File: config.mk
export PLATFORM = sky130hd
export DESIGN_NAME = chaos_mix_sel
export DESIGN_NICKNAME = d
export VERILOG_FILES = /design/src/rtl/chaos_mix_sel.sv
export SDC_FILE = /design/constraint.sdc
export NUM_CORES = 1
export LEC_CHECK = 0
export ABC_AREA = 1
export BUFFER_PORTS_ARGS = -buffer_cell sky130_fd_sc_hd__buf_4
export CAP_MARGIN = 10
export CORE_AREA = 2 2 168 170
export CTS_CLUSTER_DIAMETER = 30
export DETAILED_ROUTE_END_ITERATION = 8
export DIE_AREA = 0 0 170 172
export PLACE_DENSITY = 0.54
export SLEW_MARGIN = 15
export SYNTH_ARGS = -nofsm -noshare
export SYNTH_HDL_FRONTEND = slang
export SYNTH_SLANG_ARGS = --single-unit
export TNS_END_PERCENT = 20
File: constraint.sdc
create_clock -name clk -period 1.25 [get_ports clk]
set_input_delay 0 -clock clk [delete_from_list [all_inputs] [get_ports clk]]
set_output_delay 0 -clock clk [all_outputs]
set_load 0.1 [all_outputs]
File: src/rtl/chaos_mix_sel.sv
module chaos_mix_sel #(
  parameter int W    = 32,
  parameter int NSRC = 4,
  localparam int SW  = $clog2(NSRC)
) (
  input  logic              clk,
  input  logic              rst,
  input  logic              in_valid,
  input  logic [NSRC*W-1:0] x_bus,
  input  logic [NSRC*W-1:0] y_bus,
  input  logic [NSRC*W-1:0] z_bus,
  input  logic [SW-1:0]     sel_x,
  input  logic [SW-1:0]     sel_y,
  input  logic [SW-1:0]     sel_z,
  input  logic [1:0]        sel_out,
  output logic [W-1:0]      key_word,
  output logic              key_valid
);

  logic [W-1:0] xs [NSRC];
  logic [W-1:0] ys [NSRC];
  logic [W-1:0] zs [NSRC];

  for (genvar n = 0; n < NSRC; n++) begin : g_split
    assign xs[n] = x_bus[n*W +: W];
    assign ys[n] = y_bus[n*W +: W];
    assign zs[n] = z_bus[n*W +: W];
  end

  logic [W-1:0] x_pick, y_pick, z_pick, pick;

  assign x_pick = xs[sel_x];
  assign y_pick = ys[sel_y];
  assign z_pick = zs[sel_z];

  always_comb begin
    case (sel_out)
      2'b01:   pick = y_pick;
      2'b10:   pick = z_pick;
      default: pick = x_pick;
    endcase
  end

  always_ff @(posedge clk) begin
    if (rst) begin
      key_word  <= '0;
      key_valid <= 1'b0;
    end else begin
      key_valid <= in_valid;
      if (in_valid) key_word <= pick;
    end
  end

endmodule

==> results.toml, run 1 <==
[run_status]
run_status = "finished, final reports clean"

[cts]
cts_tree = "done"
h-tree-depth = 2
clk_pin_slew_ps = 60
root_buffer = "clkbuf_16"
clock_path_buffers = 2
cts_inserted_buffers = 5
clkSinkCount = 33
clock_latency_ps = 280

[routing]
drt-initial-drc-count = 386
num_vias = 7893
wire_per_inst_um = 18.6
detail-route-antenna-nets = 0
dr.pass1.iters = 5
via_per_inst = 4.63
drcViolationCount = 0
drt_wl_total_um = 31700

[global_route]
grt_max_degree = 47
antenna_found_initial = 0
grtUsageMet3 = 0.0460
top_usage_layer = "met2"
overflow = 0
grt_first_pass_wirelength_um = 44400
grt_util_met2 = 0.392
grt_use_total = 0.203
grt_pass1_vias = 7514
grtUsageMet1 = 0.222

[floorplan]
die-width_um = 170
dieArea_um2 = 29200
core_um2 = 27500
placementRows = 61
die_y_um = 172
pin_count = 428
start_util = 0.178

[power_and_ir_drop]
ir_worst_vdd_v = 0.000432
cellPowerDensity_nw_per_um2 = 700
report.power.total_uw = 6140
leakagePower_uw = 0.00451

[finish]
fin_cells = 1705
nets = 1755
final_area_um2 = 8770
num-fill-cells = 3144
area_growth_pct = 79.1
drive_above_1_share = 0.372
antenna_cells = 0

[setup_path]
cp.required_ps = 1410
crit_arrival_ps = 1210
critPathMaxFanout = 18
cp-end-kind = "flop"
critPathKind = "primary input to flop"
regToRegSetupSlack_ps = 560
cp-start-kind = "primary input"

[place]
dp_hpwl_um = 26100
gp_congestion = 0.888
dp_cells = 1696
io_buffers = 427
place_area_um2 = 8600
pre_cts_ws_ps = -113

[synthesis]
synth_nets = 1358
synth_cells = 961
yosysUniqueCellTypes = 18
syn_area_um2 = 4890
synth.avg_cell_area_um2 = 5.09
ys_seq_area_frac = 0.135
synth-seq-cells = 33
synth-warning-count = 0

[sta]
worstMarginPinSlew_ps = 419
postLayoutSetupSlackWorst_ps = 201
fin_skew_ps = 0
fin_crit_sh = 0.839
max_slew_margin = 0.721
hold_violations = 0
setup_viol = 0
final_max_slew_viol_count = 0
rsz0062_at_grt = "false"
fmax_ghz = 0.953
fin_crit_ps = 1050

[flow_run]
cap_violations = 0

[min_path]
hold_path_class = "primary input to flop"
[per-layer routing]
metal	share of wire	vias up
met4	0.026	0
met5	0	-
met1	0.37	3534
met3	0.081	36
met2	0.52	378
li1	-	3945
[state kept, by name, summed over array words and instances, names as in the netlist]
name	count
key_valid	1
key_word	32
[path summary, 6_finish.rpt]
kind	from	endpoint	cells after the start
worst min-delay path	in_valid	key_word[8]	2
worst max-delay path	sel_out[0]	key_word[22]	10
worst max register to register	key_word[5]	key_word[5]	2
worst min register to register	key_word[0]	key_word[0]	2
[cells in the mapped netlist]
cell type | instances | area (um^2)
a21oi_2 | 15 | 131
a21oi_1 | 49 | 245
buf_4 | 8 | 60.1
nand3_1 | 224 | 1120
inv_1 | 38 | 143
clkbuf_2 | 3 | 15.0
o21ai_1 | 28 | 140
clkbuf_1 | 15 | 56.3
buf_1 | 9 | 33.8
buf_6 | 13 | 146
buf_8 | 2 | 30.0
o21ai_0 | 68 | 340
dfxtp_1 | 33 | 661
inv_2 | 4 | 15.0
nand2_1 | 320 | 1200
ha_1 | 2 | 25.0
nor2_1 | 97 | 364
buf_2 | 33 | 165
[through the flow]
stage / hold slack, ps / util / TNS (ps)
global placement: 169 / 0.313 / -741
floorplan: 72.3 / - / -995
finish: 151 / 0.319 / 0
detailed placement: 173 / 0.313 / -954
global route: 164 / 0.319 / 0
CTS: 148 / 0.319 / 0
[cell type report]
cell class	count	area, um^2	area share
Multi-Input combinational cell	803	3570	0.407
Timing Repair Buffer	473	3780	0.431
Inverter	42	158	0.0180
Sequential cell	33	668	0.0762
Clock inverter	1	5.00	0.000571
Clock buffer	7	153	0.0174
Tap cell	346	433	0.0494
[critical path, stage by stage]
cell and delay, ps:
buf_4 90, inv_1 40, ha_2 320, inv_2 60, buf_12 150, buf_4 160
a21oi_1 120, o21ai_1 100, nand2_1 90, a21oi_2 50
[kinds of logic (layout without fill, tap and decap cells)]
kind of cell               Yosys count  count (layout)  share of synthesized area
and+or+nand+nor                    641             641                      0.549
buffers and inverters              125             523                      0.136
AOI/OAI and AO/OA                  160             160                      0.175
DFF                                 33              33                      0.135
adders and majority gates            2               2                    0.00511
[repair_timing]
item,in CTS,in global routing
hold buffers,1,0
setup buffers,0,0
endpoints found under the hold margin,1,0
gates resized for setup,0,0
[report_power, final]
group          leakage (uW)  switching [uW]  internal (uW)
clock network     0.0000799             501            845
registers          0.000276            54.6           1150
logic               0.00416            2060           1530
[cells in the final DEF, fill, tap and decap left out, drive strengths merged]
| cell | count |
|---|---|
| o21ai | 96 |
| a21oi | 64 |
| dfxtp | 33 |
| clkinv | 1 |
| clkbuf | 7 |
| inv | 42 |
| nor2 | 97 |
| dlygate4sd3 | 1 |
| buf | 472 |
| nand2 | 320 |
| nand3 | 224 |
| ha | 2 |
Power figures use the tool's default switching activity.
==> run 2, diff against run 1 <==
Clock period 1.25 ns to 1.1 ns, I/O delays scaled along.
==> results.toml, run 2 (synthesis gave the netlist of run 1 again) <==
[global_route]
grt_max_degree = 47
grt_pass1_vias = 7493
grt_first_pass_wirelength_um = 44100
overflow = 0
antenna_found_initial = 1
grt_use_total = 0.202

[routing]
drt-initial-drc-count = 343
drt_wl_total_um = 31900
wire_per_inst_um = 18.6
via_per_inst = 4.61
drcViolationCount = 0
detail-route-antenna-nets = 0
dr.pass1.iters = 7
num_vias = 7884

[sta]
fin_skew_ps = 0
setup_viol = 0
hold_violations = 0
fin_crit_ps = 1040
fmax_ghz = 0.958
worstMarginPinSlew_ps = 415
max_slew_margin = 0.723
postLayoutSetupSlackWorst_ps = 56.4
final_max_slew_viol_count = 0
fin_crit_sh = 0.949

[run_status]
run_status = "finished, final reports clean"

[finish]
nets = 1759
area_growth_pct = 81.3
drive_above_1_share = 0.374
final_common_cell = "buf_4"
fin_cells = 1710
top_regs = "key_word (32), key_valid (1)"
num-fill-cells = 3110
largest_reg_flops = 32
final_cell_mix = "452 x buf_4, 320 x nand2_1, 224 x nand3_1"
max_flop_register = "key_word"

[setup_path]
cpLargestDelayFamily = "buffers and inverters"
r2r_cells = 2
cp_cell_sequence = "dlygate4sd3_1, buf_4, clkinvlp_4, clkbuf_16, o21ai_0, a21oi_2"
crit_cells = 6
cp-end-kind = "flop"
regToRegSetupSlack_ps = 420
r2r_end = "key_word[15]"
cp-start-kind = "primary input"
cpMaxStageDelayCell = "dlygate4sd3_1"
critPathMaxStageDelay_ps = 540
crit_path_end = "key_word[9]"
critPathMaxFanout = 15
cp-startpoint = "rst"
critPathKind = "primary input to flop"
cp.required_ps = 1270
r2r-start = "key_word[15]"
critPathBufInv = 4
crit_arrival_ps = 1210

[cts]
root_buffer = "clkbuf_16"
cts_inserted_buffers = 5
clkSinkCount = 33
cts_tree = "done"
clock_path_buffers = 2
h-tree-depth = 2
clk_pin_slew_ps = 60
clock_latency_ps = 280

[power_and_ir_drop]
ir_worst_vdd_v = 0.000453
cellPowerDensity_nw_per_um2 = 779
leakagePower_uw = 0.00455

[place]
pre_cts_ws_ps = -263
dp_hpwl_um = 25900
io_buffers = 427
gp_congestion = 0.903
dp_cells = 1697

[floorplan]
die-width_um = 170
pin_count = 428
core_um2 = 27500
die_y_um = 172
dieArea_um2 = 29200
placementRows = 61
start_util = 0.178

[min_path]
hold_path_class = "primary input to flop"

[flow_run]
cap_violations = 0
## run 2: cell types whose count changed in the layout (fill, tap and decap cells not counted), sizes merged
cell      delta
buf          +2
clkinvlp     +1
inv          -1
diode        +1
clkinv       +1
clkbuf       +1
## run 2: timing repair
item,CTS,global route
buffers inserted,0,1
hold buffers,1,0
endpoints found under the setup margin,0,13
endpoints found under the hold margin,1,0
resized for setup,0,2
## run 2: cell type report
type                       instances  area (um^2)  share of cell area
timing repair buffer             477         3890               0.439
multi-input combinational        803         3570               0.403
sequential                        33          668              0.0753
tap                              346          433              0.0488
inverter                          42          164              0.0185
clock buffer                       6          129              0.0145
clock inverter                     2         10.0             0.00113
antenna                            1         2.50            0.000282
## run 2: power by group
group	leakage [uW]	switching, uW	internal, uW	total (uW)
clock network	0.0000706	558	832	1390
logic	0.00421	2350	1800	4150
registers	0.000276	62.4	1310	1370
## run 2: worst register-to-register path, delay by kind of cell (launching register included)
kind | cells | cell delay, ps
DFF | 1 | 330
AOI/OAI and AO/OA | 2 | 230
## run 2: per-layer routing
metal,global-route usage,part of all wire,up-vias
met3,0.0465,0.074,32
li1,-,-,3961
met4,0.0591,0.028,0
met1,0.218,0.38,3552
met5,0,0,-
met2,0.391,0.52,339
## run 2: through the flow
stage | setup TNS, ps | area, um^2 | total power (uW) | hold WS [ps] | util
2_1_floorplan | -4890 | 4900 | 3540 | 72.3 | -
3_5_place_dp | -5700 | 8660 | 5530 | 170 | 0.315
4_1_cts | 0 | 8800 | 6970 | 17.9 | 0.320
6_report | 0 | 8870 | 6910 | 32.7 | 0.323
3_3_place_gp | -5570 | 8660 | 5530 | 166 | 0.315
5_1_grt | -8.05 | 8870 | 7360 | 35.9 | 0.323
## run 2: worst min-delay path by stage
stage	from	end	slack, ps	cells after the start
floorplan	rst	key_valid	70	1
global placement	rst	key_valid	170	2
detailed placement	rst	key_valid	170	2
CTS	in_valid	key_word[4]	20	2
global route	in_valid	key_word[7]	40	2
finish	in_valid	key_word[4]	30	2
==> run 3, diff against run 2 <==
Settings changed: HOLD_SLACK_MARGIN set to 0.08.
==> results.toml, run 3 (synthesis gave the netlist of run 1 again) <==
[run_status]
run_status = "finished, final reports clean"

[finish]
num-fill-cells = 3109
largest_reg_flops = 32
final_common_cell = "buf_4"
final_cell_mix = "452 x buf_4, 320 x nand2_1, 224 x nand3_1"
nets = 1760
drive_above_1_share = 0.374
max_flop_register = "key_word"
area_growth_pct = 81.5
final_area_um2 = 8880
top_regs = "key_word (32), key_valid (1)"

[sta]
setup_viol = 0
fin_skew_ps = 0
worstMarginPinSlew_ps = 414
max_slew_margin = 0.724
fmax_ghz = 0.960
postLayoutSetupSlackWorst_ps = 58.4
fin_crit_sh = 0.947
final_max_slew_viol_count = 0
hold_violations = 0
fin_crit_ps = 1040

[floorplan]
placementRows = 61
dieArea_um2 = 29200
core_um2 = 27500
pin_count = 428
die-width_um = 170
die_y_um = 172
start_util = 0.178

[routing]
detail-route-antenna-nets = 0
via_per_inst = 4.61
dr.max_layer_used = "met4"
drcViolationCount = 0
dr.pass1.iters = 5
dr_wl_met2_um = 16600
wl_met3_um = 2420
drt-initial-drc-count = 376
met1_length_um = 12100
num_vias = 7886
wire_per_inst_um = 18.6
drt_wl_total_um = 31900

[cts]
h-tree-depth = 2
clk_pin_slew_ps = 50
clkSinkCount = 33
cts_tree = "done"
root_buffer = "clkbuf_16"
clock_latency_ps = 280
clock_path_buffers = 2
cts_inserted_buffers = 5

[global_route]
grt_use_total = 0.202
antenna_found_initial = 1
overflow = 0
grt_pass1_vias = 7501
grt_max_degree = 47
grt_first_pass_wirelength_um = 44200

[power_and_ir_drop]
leakagePower_uw = 0.00456
ir_worst_vdd_v = 0.000453
cellPowerDensity_nw_per_um2 = 779

[place]
io_buffers = 427
place_area_um2 = 8660
pre_cts_ws_ps = -263
gp_congestion = 0.903
dp_hpwl_um = 25900

[min_path]
hold_path_class = "primary input to flop"

[flow_run]
cap_violations = 0

[setup_path]
critPathMaxFanout = 15
critPathKind = "primary input to flop"
cp-end-kind = "flop"
cp.required_ps = 1270
crit_arrival_ps = 1210
cp-start-kind = "primary input"
## run 3: cell types whose count changed in the layout (fill, tap and decap cells not counted)
cell           before  now
dlygate4sd3_1       1    2
o21ai_0            68   66
o21ai_1            28   30
## run 3: final timing paths
| check | slack (ps) | depth (start not counted) | endpoint | start |
|---|---|---|---|---|
| setup / recovery | 60 | 6 | key_word[7] | rst |
| hold / removal | 150 | 5 | key_word[31] | x_bus[127] |
| setup reg to reg | 420 | 2 | key_word[15] | key_word[15] |
| hold reg to reg | 510 | 2 | key_word[11] | key_word[11] |
## run 3: per-stage QoR
stage	setup TNS, ps	instances	power, uW	utilization	hold WS, ps
after floorplan	-4890	961	3540	-	72.3
after global placement	-5570	1697	5530	0.315	166
after detailed placement	-5700	1697	5530	0.315	170
after CTS	0	1707	6980	0.321	141
after global routing	-8.78	1711	7370	0.323	183
final	0	1711	6920	0.323	152
## run 3: final cells by class
cell class	instances	area, um^2	share of cell area
Multi-Input combinational cell	803	3570	0.402
Inverter	42	164	0.0185
Antenna cell	1	2.50	0.000282
Clock inverter	2	10.0	0.00113
Clock buffer	6	129	0.0145
Sequential cell	33	668	0.0752
Timing Repair Buffer	478	3900	0.440
Tap cell	346	433	0.0487
## run 3: what timing repair did
| action | CTS | global route |
|---|---|---|
| buffers inserted | 0 | 1 |
| setup endpoints to repair | 0 | 14 |
| resized for setup | 0 | 4 |
| hold buffers | 2 | 0 |
| endpoints found under the hold margin | 7 | 0 |
## run 3: worst max-delay path, stage by stage
cell and delay (ps):
dlygate4sd3_1 540, buf_4 130, clkinvlp_4 160, clkbuf_16 230
o21ai_0 100, a21oi_2 40
## run 3: power by group
group	total, uW	internal [uW]	switching (uW)
logic	4150	1800	2350
registers	1370	1310	63.1
clock network	1400	833	563
## run 3: per-layer routing
metal,track usage,up-vias
met4,0.0591,0
met2,0.391,347
met5,0,-
met3,0.0462,30
li1,-,3965
met1,0.218,3544
